**src/rtl/multi_xfer_pkg.sv**
```systemverilog
package multi_xfer_pkg;

  typedef enum logic [1:0] {
    MX_UP_POST = 2'd0,
    MX_UP_PRE  = 2'd1,
    MX_DN_POST = 2'd2,
    MX_DN_PRE  = 2'd3
  } mx_mode_e;

  function automatic logic mx_is_down(mx_mode_e m);
    return m[1];
  endfunction

  function automatic logic mx_is_pre(mx_mode_e m);
    return m[0];
  endfunction

endpackage

```
**src/rtl/mxs_rst_sync.sv**
```systemverilog
module mxs_rst_sync #(
  parameter int STAGES = 2
) (
  input  logic clk,
  input  logic rst_n,
  output logic rst_s_n
);
  logic [STAGES-1:0] chain_q;

  always_ff @(posedge clk or negedge rst_n) begin
    if (!rst_n) chain_q <= '0;
    else        chain_q <= {chain_q[STAGES-2:0], 1'b1};
  end

  assign rst_s_n = chain_q[STAGES-1];
endmodule

```
**src/rtl/mxs_popcount.sv**
```systemverilog
module mxs_popcount #(
  parameter int W  = 16,
  parameter int CW = $clog2(W + 1)
) (
  input  logic [W-1:0]  vec,
  output logic [CW-1:0] cnt
);
  logic [CW-1:0] part [W+1];

  assign part[0] = '0;
  for (genvar g = 0; g < W; g++) begin : g_acc
    assign part[g+1] = part[g] + CW'(vec[g]);
  end
  assign cnt = part[W];
endmodule

```
**src/rtl/mxs_pick_low.sv**
```systemverilog
module mxs_pick_low #(
  parameter int W  = 16,
  parameter int IW = $clog2(W)
) (
  input  logic [W-1:0]  vec,
  output logic [IW-1:0] idx,
  output logic [W-1:0]  low_oh,
  output logic          single
);
  always_comb begin
    idx = '0;
    for (int i = W - 1; i >= 0; i--) begin
      if (vec[i]) idx = IW'(i);
    end
  end

  assign low_oh = vec & (~vec + W'(1));
  assign single = (vec & (vec - W'(1))) == '0;
endmodule

```
**src/rtl/mxs_window.sv**
```systemverilog
module mxs_window
  import multi_xfer_pkg::*;
#(
  parameter int AW   = 32,
  parameter int CW   = 5,
  parameter int STEP = 4
) (
  input  logic [AW-1:0] base,
  input  logic [CW-1:0] cnt,
  input  mx_mode_e      mode,
  output logic [AW-1:0] first,
  output logic [AW-1:0] nbase
);
  logic [AW-1:0] span;
  logic [AW-1:0] below;

  assign span  = AW'(cnt) * AW'(STEP);
  assign below = base - span;

  always_comb begin
    if (mx_is_down(mode)) begin
      first = mx_is_pre(mode) ? below : below + AW'(STEP);
      nbase = below;
    end else begin
      first = mx_is_pre(mode) ? base + AW'(STEP) : base;
      nbase = base + span;
    end
  end
endmodule

```
**src/rtl/multi_xfer_seq.sv**
```systemverilog
module multi_xfer_seq
  import multi_xfer_pkg::*;
#(
  parameter int AW   = 32,
  parameter int NREG = 16,
  parameter int STEP = 4,
  localparam int IDXW = $clog2(NREG),
  localparam int CW   = $clog2(NREG + 1)
) (
  input  logic            clk,
  input  logic            rst_n,
  input  logic            start,
  input  logic [AW-1:0]   base,
  input  logic [NREG-1:0] mask,
  input  logic [1:0]      mode,
  input  logic            wb_en,
  input  logic            ready,
  output logic [IDXW-1:0] reg_idx,
  output logic [AW-1:0]   addr,
  output logic            valid,
  output logic            done,
  output logic [AW-1:0]   new_base,
  output logic            base_wr
);
  logic rst_s_n;

  mxs_rst_sync #(.STAGES(2)) u_rst (
    .clk    (clk),
    .rst_n  (rst_n),
    .rst_s_n(rst_s_n)
  );

  logic [CW-1:0] sel_cnt;
  mxs_popcount #(.W(NREG), .CW(CW)) u_cnt (
    .vec(mask),
    .cnt(sel_cnt)
  );

  logic [AW-1:0] win_first, win_nbase;
  mxs_window #(.AW(AW), .CW(CW), .STEP(STEP)) u_win (
    .base (base),
    .cnt  (sel_cnt),
    .mode (mx_mode_e'(mode)),
    .first(win_first),
    .nbase(win_nbase)
  );

  // sequence state
  logic [NREG-1:0] rem_q, rem_d;
  logic [AW-1:0]   addr_q, addr_d;
  logic [AW-1:0]   nb_q, nb_d;
  logic            valid_q, valid_d;
  logic            wb_q, wb_d;
  logic            zdone_q, zdone_d;

  logic [IDXW-1:0] cur_idx;
  logic [NREG-1:0] cur_oh;
  logic            cur_last;
  mxs_pick_low #(.W(NREG), .IW(IDXW)) u_pick (
    .vec   (rem_q),
    .idx   (cur_idx),
    .low_oh(cur_oh),
    .single(cur_last)
  );

  logic take, accept_start, seq_end;
  assign take         = valid_q & ready;
  assign accept_start = start & ~valid_q;
  assign seq_end      = take & cur_last;

  always_comb begin
    rem_d   = rem_q;
    addr_d  = addr_q;
    nb_d    = nb_q;
    valid_d = valid_q;
    wb_d    = wb_q;
    zdone_d = 1'b0;
    if (valid_q) begin
      if (ready) begin
        rem_d   = rem_q & ~cur_oh;
        addr_d  = addr_q + AW'(STEP);
        valid_d = ~cur_last;
      end
    end else if (accept_start) begin
      rem_d   = mask;
      addr_d  = win_first;
      nb_d    = win_nbase;
      wb_d    = wb_en;
      valid_d = |mask;
      zdone_d = ~(|mask);
    end
  end

  always_ff @(posedge clk or negedge rst_s_n) begin
    if (!rst_s_n) begin
      rem_q   <= '0;
      addr_q  <= '0;
      nb_q    <= '0;
      valid_q <= 1'b0;
      wb_q    <= 1'b0;
      zdone_q <= 1'b0;
    end else begin
      rem_q   <= rem_d;
      addr_q  <= addr_d;
      nb_q    <= nb_d;
      valid_q <= valid_d;
      wb_q    <= wb_d;
      zdone_q <= zdone_d;
    end
  end

  assign reg_idx  = cur_idx;
  assign addr     = addr_q;
  assign valid    = valid_q;
  assign done     = seq_end | zdone_q;
  assign new_base = nb_q;
  assign base_wr  = done & wb_q;


  hold_on_stall_chk: assert property (@(posedge clk) disable iff (!rst_s_n)
    valid && !ready |=> valid && $stable(addr) && $stable(reg_idx));


  addr_step_chk: assert property (@(posedge clk) disable iff (!rst_s_n)
    valid && ready && !done |=> valid && addr == $past(addr) + AW'(STEP));


  idx_rise_chk: assert property (@(posedge clk) disable iff (!rst_s_n)
    valid && ready && !done |=> reg_idx > $past(reg_idx));


  end_idle_chk: assert property (@(posedge clk) disable iff (!rst_s_n)
    valid && ready && done |=> !valid);


  wr_with_done_chk: assert property (@(posedge clk) disable iff (!rst_s_n)
    base_wr |-> done);


  busy_start_chk: assert property (@(posedge clk) disable iff (!rst_s_n)
    valid && start && !ready |=> $stable(addr) && $stable(new_base));
endmodule

```
**config.mk**
```make
export PLATFORM = sky130hd
export DESIGN_NAME = multi_xfer_seq
export DESIGN_NICKNAME = d
export VERILOG_FILES = /design/src/rtl/multi_xfer_pkg.sv /design/src/rtl/mxs_rst_sync.sv /design/src/rtl/mxs_popcount.sv /design/src/rtl/mxs_pick_low.sv /design/src/rtl/mxs_window.sv /design/src/rtl/multi_xfer_seq.sv
export SDC_FILE = /design/constraint.sdc
export NUM_CORES = 1
export LEC_CHECK = 0
export ABC_AREA = 1
export ABC_CLOCK_PERIOD_IN_PS = 4900
export BUFFER_PORTS_ARGS = -buffer_cell sky130_fd_sc_hd__buf_2
export CELL_PAD_IN_SITES_DETAIL_PLACEMENT = 1
export CELL_PAD_IN_SITES_GLOBAL_PLACEMENT = 2
export CORE_MARGIN = 2
export CORE_UTILIZATION = 33
export DETAILED_ROUTE_END_ITERATION = 7
export HOLD_SLACK_MARGIN = 0.15
export PLACE_DENSITY = 0.87
export SLEW_MARGIN = 20
export SYNTH_ARGS = -nofsm -noshare
export SYNTH_HDL_FRONTEND = slang
export SYNTH_HIERARCHICAL = 1
export SYNTH_SLANG_ARGS = --single-unit
```
**constraint.sdc**
```tcl
create_clock -name clk -period 4.9 [get_ports clk]
set_input_delay 0.98 -clock clk [delete_from_list [all_inputs] [get_ports clk]]
set_output_delay 0.98 -clock clk [all_outputs]
set_load 0.02 [all_outputs]
```
==> results of run 1 <==
power by group through the flow:
| stage | Combinational [mW] | Sequential [mW] | Clock (mW) |
|---|---|---|---|
| after detailed placement | 3.47 | 1.25 | 0 |
| after global placement | 3.37 | 1.23 | 0 |
| final | 5.05 | 1.24 | 0.769 |
| after CTS | 4.42 | 1.23 | 0.778 |
| after floorplan | 1.89 | 1.40 | 0 |
| after global routing | 5.40 | 1.28 | 0.801 |
layout make-up:
cell class	instances	area [sq um]	area share
Inverter	207	816	0.0595
Timing Repair Buffer	318	2310	0.169
Sequential cell	85	2130	0.156
Clock inverter	4	72.6	0.00529
Multi-Input combinational cell	1297	7640	0.558
Tap cell	384	480	0.0351
Clock buffer	12	246	0.0180
worst min-delay path by stage:
stage,depth (start not counted),endpoint
finish,0,addr[13]
global route,0,addr[7]
CTS,0,addr[7]
detailed placement,0,addr[19]
global placement,0,addr[25]
floorplan,0,u_rst/chain_q[1]
registers in the layout (all words and copies together), names as in the netlist:
name           flops
addr              32
u_rst/chain_q      2
new_base          32
valid              1
zdone_q            1
wb_q               1
rem_q             16
stage by stage:
stage / setup TNS (ps) / cell area [sq um] / hold WS [ps] / std cells / util
after floorplan: -29950 / 9690 / 331 / 1645 / -
after global routing: -60250 / 13700 / 257 / 2307 / 0.480
after CTS: -49670 / 13000 / 251 / 2290 / 0.456
final: -52620 / 13700 / 236 / 2307 / 0.480
after detailed placement: -87770 / 11600 / 254 / 2248 / 0.406
after global placement: -78550 / 11600 / 247 / 2248 / 0.406
cells by family after synthesis:
| logic type | Yosys count |
|---|---|
| xor gates and xnor gates | 31 |
| buffers and inverters | 263 |
| other | 1 |
| and+or+nand+nor | 1059 |
| adders and majority gates | 31 |
| AOI/OAI and AO/OA | 175 |
| DFF | 85 |
layer usage:
layer / part of all wire / routed length [microns] / vias to the layer above / GRT usage
li1: - / - / 5714 / -
met1: 0.46 / 20400 / 5896 / 0.386
met2: 0.47 / 20700 / 322 / 0.454
met3: 0.041 / 1800 / 61 / 0.0298
met4: 0.024 / 1050 / 0 / 0.0728
met5: 0 / 0 / - / 0
synth_stat cells, drive strengths merged (2+ instances only):
| master | number |
|---|---|
| nor4 | 9 |
| nand4 | 24 |
| nand3 | 138 |
| a21boi | 3 |
| a211oi | 3 |
| xor2 | 29 |
| or2 | 2 |
| inv | 207 |
| ha | 18 |
| a21oi | 38 |
| o211ai | 8 |
| o21ai | 97 |
| o22ai | 8 |
| nand2 | 616 |
| o221ai | 2 |
| nor3 | 21 |
| buf | 33 |
| fa | 12 |
| o31ai | 5 |
| and2 | 2 |
| nor2 | 246 |
| clkbuf | 23 |
| dfrtp | 85 |
| xnor2 | 2 |
| a31oi | 5 |
critical path, delay by kind of cell:
family,cells,cell delay (ps)
adders and majority gates,7,2830
and+or+nand+nor,17,1560
buffers and inverters,9,800
xor gates and xnor gates,1,210
what timing repair did:
item                                    CTS  global route
buffers inserted                         30            20
endpoints found under the setup margin   57            58
gates resized for setup                 256           131
pin swaps                               127            72
endpoints found under the hold margin     0             0
gates cloned                              0             0
==> impl_results.md, run 1 <==
* Vias in the first global route at 12000
* Crit path to: addr[20]
* Crit path top cell by count: nand2_2
* Area share of and/or/nand/nor cells after synthesis at 0.478
* Clk slew on worst S/H paths at 70 ps
* YS warnings at 6
* Layout cells sized above 1 at 0.348
* R2r endpoint: addr[18]
* Post-synth EDFFs at 0
* Mux share of post-synthesis cell area at 0
* FF-to-FF path depth at 8
* Most area-hungry cell type in the Yosys netlist: nand2_1
* Clock H-tree levels at 3
* Maxcap violations at 0
* 1st-iter DRT viols at 793
* Synth Area in Compound Gates at 0.103
* Post-DP HPWL at 32.4 mm
* Slew Limit Fails at 0
* Slew HR at 0.264
* GPL Wtd Cong at 0.916
* Syn nets at 1730
* Die area at between 30000 and 40000 sq um
* Tot Pwr at 7.06 mW
* CP arrival at approximately 6400 ps
* ANT nets after route at 0
* Cell variety after synth at 57
* Die Ht at 174 microns
* Cells after Synth at 1645
* Pwr/cell area at just over 500 nW/um^2
* Post-Synth XOR/XNOR Area at 0.0285
* Worst vdd ir at 0.379 mV
* Critical path fanouts, max at 5
* Min-delay worst type: register to async pin
* Initial Util at 0.333
* Top_reg_cell synth: dfrtp_1
* DR vias/cell at between 5 and 6
* Die width at 174 microns
* Total GRT Usage at 0.276
* Ys async rst share at 1.00
* Internal at about 3.6 mW
* Area Growth Syn to Fin at 44.0%
* Nets@finish at between 2000 and 2500
* Seq/Total Area, Yosys at 0.223
* Post-Syn Area per Cell at 5.79 sq um
* Fillers at 3857
* Worst-Skew Late Latency at 360 ps
* Most frequent cells in the layout: 505 x nand2_1, 176 x nor2_1, 155 x inv_1
* Switching Power at between 3 and 4 mW
* Crit path launch: mask[0]
* Synth top area cells: nand2_1 24%, dfrtp_1 22%, nor2_1 8.5%
* Port bufs at 125
* Startpoint Class: primary input
* Clock root cell: clkbuf_16
* Critical Path Max Stage Delay at 580 ps
* CTS tree: built
* Via count at 12000
* First-pass GRT wire length at 66.0 mm
* Unrepaired setup endpoints after global routing: yes
* Achievable Freq at 163 MHz
* DRC at 0
* Clk pwr share at 0.109
* WS Path Type: primary input to register
* Largest family of logic cells by synthesized area: simple AND/OR/NAND/NOR gates
* Hold Fails Final Rpt at 0
* Slowest CP cell: fa_1
* Synth Register Bits at 85
* Max clock buf depth at 2
* CP required at 5140 ps
* Commonest non-fill, non-tap cell in the layout: nand2_1
* Tightest Pin Transition at about 1100 ps
* Clock skew at 11.6 ps
* Total CTS buffers at 9
* Cts hold-fix bufs at 0
* CP endpoint kind: register
* Clk sinks at 85
* Antenna violations before repair at 0
* I/O pin count at around 130
* Total grt overflow at 0
* Sequential fraction of design power at 0.176
* Crit path time final at 6150 ps
* Final worst-path cycle share at 1.25
* Reg2reg start: valid
* Min setup slack post-route at -1250 ps
* N_diodes at 0
* Sw Ratio at 0.496
* WL per Instance at approximately 19 microns
* Row count at just over 60
* Place WS at -2090 ps
* Failing checks: negative setup slack
* Post-synthesis adder-cell area fraction at 0.0501
* Routed WL at 44.0 mm
* Pin count of the biggest net entering global routing at 71
* Reg-to-reg slack, setup at 2260 ps
* Pre-antenna DRT Iters at 5
* Core area at about 29000 sq um
* Leak Pwr at 6.73 nW
* Run status: finished with violations
* Yosys top cell area share at 0.235
* Final setup fails at 57
* Post-synthesis cell area at about 9500 sq um
* Comb power frac at 0.715
Note: power is estimated with default switching activity, not from simulation.
==> run 2: changes to the inputs <==
Settings changed: ABC_CLOCK_PERIOD_IN_PS 4900 to 5720, CORE_UTILIZATION 33 to 31, PLACE_DENSITY 0.87 to 0.82.
Clock period 4.9 ns to 5.72 ns, I/O delays scaled along.
==> impl_results.md, run 2 (same netlist as run 1, synthesis figures left out) <==
* Met1 Usage GRT at 0.365 (-0.0211)
* Maxcap violations at 0 (unchanged)
* Unrepaired setup endpoints after global routing: yes
* First-pass GRT wire length at 64.5 mm (-2.3%)
* Area Growth Syn to Fin at 39.4%
* Comb power frac at 0.693 (-0.022)
* Met2 usage at 0.421 (-0.0337)
* Slew HR at 0.402 (+0.138)
* Crit path top cell by count: nand2_1
* Row count at 64 (+3.2%)
* Worst hold margin at 229 ps (-6.86 ps)
* Sequential fraction of design power at 0.198 (+0.022)
* Achievable Freq at 160 MHz
* 1st-iter DRT viols at 720 (-9.2%)
* Die width at 179 microns (+3.1%)
* Via count at 11700 (-2.6%)
* Nets@finish at 1984 (-0.95%)
* Slew Limit Fails at 0 (unchanged)
* WS Path Type: primary input to register
* Port bufs at 125 (unchanged)
* Final non-filler cell total at 2300 (-0.30%)
* Slowest CP cell: fa_2
* Internal at 2.67 mW (-25%)
* Clock root cell: clkbuf_16
* Max clock buf depth at 2 (unchanged)
* Commonest non-fill, non-tap cell in the layout: nand2_1
* Layout cells sized above 1 at 0.330 (-0.0181)
* TNS Setup at -12380 ps (+40240 ps)
* Total GRT Usage at 0.258 (-0.0180)
* Clk pwr share at 0.110 (about the same)
* R2r endpoint: addr[8]
* Failing checks: negative setup slack
* Die Ht at 179 microns (+3.1%)
* Worst-Skew Late Latency at 350 ps (about the same)
* Post-DP HPWL at 32.9 mm (+1.5%)
* Clock H-tree levels at 3 (unchanged)
* Switching Power at 2.72 mW (-22%)
* Area of the multi-input gates at 7460 sq um (-2.4%)
* Met3 usage at 0.0267 (-0.00311)
* Critical path fanouts, max at 7 (+2)
* Pwr/cell area at 406 nW/um^2 (-21%)
* Vias in the first global route at 11700 (-2.3%)
* Antenna violations before repair at 0 (unchanged)
* Min setup slack post-route at -537 ps (+710 ps)
* Post-Place Cells at 2255 (+0.31%)
* Tot Pwr at 5.39 mW (-24%)
* Tightest Pin Transition at 897 ps (-207 ps)
* Critical Path Max Stage Delay at 580 ps (about the same)
* DRC at 0 (unchanged)
* Clk sinks at 85 (unchanged)
* Total CTS buffers at 9 (unchanged)
* CP delay by family, top: adder cells
* Final worst-path cycle share at 1.09
* Pre-antenna DRT Iters at 5 (unchanged)
* ANT nets after route at 0 (unchanged)
* Leak Pwr at 6.56 nW (-2.6%)
* WL per Instance at 18.2 microns (-4.3%)
* N_diodes at 0 (unchanged)
* CP required at 5970 ps (+830 ps)
* Initial Util at 0.313 (-0.0206)
* Routed WL at 42.0 mm (-4.6%)
* Most frequent cells in the layout: 515 x nand2_1, 174 x nor2_1, 161 x inv_1
* I/O pin count at 126 (unchanged)
* Total area of sequential cells at 2130 sq um (unchanged)
* Clk slew on worst S/H paths at 70 ps (about the same)
* Crit path time final at 6260 ps
* DR vias/cell at 5.08 (-2.3%)
* Die area at 32100 sq um (+6.3%)
* Cts hold-fix bufs at 0 (unchanged)
* Total grt overflow at 0 (unchanged)
* Startpoint Class: primary input
* Busiest layer in global routing: met2
* Pin count of the biggest net entering global routing at 71 (unchanged)
* Reg2reg start: valid
* GPL Wtd Cong at 0.933 (+1.9%)
* CTS tree: built
* Run status: finished with violations
* Core area at 30400 sq um (+6.6%)
* Reg-to-reg slack, setup at 2660 ps (+400 ps)
* Worst vdd ir at 0.251 mV (-34%)
* Clock skew at 7.79 ps (-3.80 ps)
* CP arrival at 6500 ps (+110 ps)
* Fillers at 4079 (+5.8%)
* Final setup fails at 43 (-25%)
* Sw Ratio at 0.505 (+0.00903)
* Min-delay worst type: register to async pin
* CP endpoint kind: register
* Hold Fails Final Rpt at 0 (unchanged)
* CP bufs+invs at 9 (unchanged)
* FF-to-FF path depth at 7 (-1)
==> run 2: changes by cell type in the layout (fill, tap and decap cells not counted), moves of 5 or more <==
| cell | delta |
|---|---|
| buf_6 | -14 |
| nand2_1 | +10 |
| nand2_4 | -9 |
| inv_1 | +6 |
| inv_2 | -5 |
| nor2_2 | +5 |
==> run 2: how the worst max path moves through the flow <==
stage,start,endpoint,cells past startpoint
final,mask[0],addr[16],33
after global routing,mask[3],addr[16],33
after CTS,mask[15],addr[27],31
after detailed placement,mask[9],addr[23],30
after global placement,mask[9],addr[23],30
after floorplan,mask[9],addr[16],33
==> run 2: layout make-up <==
class,instances,share of cell area
Inverter,207,0.0614
Tap cell,396,0.0373
Sequential cell,85,0.161
Multi-Input combinational cell,1297,0.562
Clock buffer,12,0.0178
Timing Repair Buffer,299,0.157
Clock inverter,4,0.00368
==> run 2: power groups by stage <==
stage                     Sequential (mW)  Clock, mW  Combinational [mW]
after detailed placement             1.07          0                2.88
after global placement               1.06          0                2.80
final                                1.07      0.591                3.74
after global routing                 1.10      0.626                4.06
after CTS                            1.06      0.606                3.34
after floorplan                      1.20          0                1.55
==> run 2: metal layers <==
layer  vias up  wire, microns
met1      5686          20100
met3        47           1720
met2       266          19300
met4         0            815
li1       5681              -
met5         -              0
==> run 2: what timing repair did <==
| item | CTS | global route |
|---|---|---|
| buffers inserted | 20 | 13 |
| resized for setup | 205 | 164 |
| setup endpoints to repair | 52 | 54 |
| endpoints found under the hold margin | 0 | 0 |
| pin swaps | 95 | 92 |
==> run 2: metrics by stage <==
stage	area (sq um)	utilization	setup slack, ps
CTS	12600	0.414	-521
global placement	11500	0.378	-1240
floorplan	9630	-	-258
global route	13300	0.436	-846
finish	13300	0.436	-537
detailed placement	11500	0.378	-1390
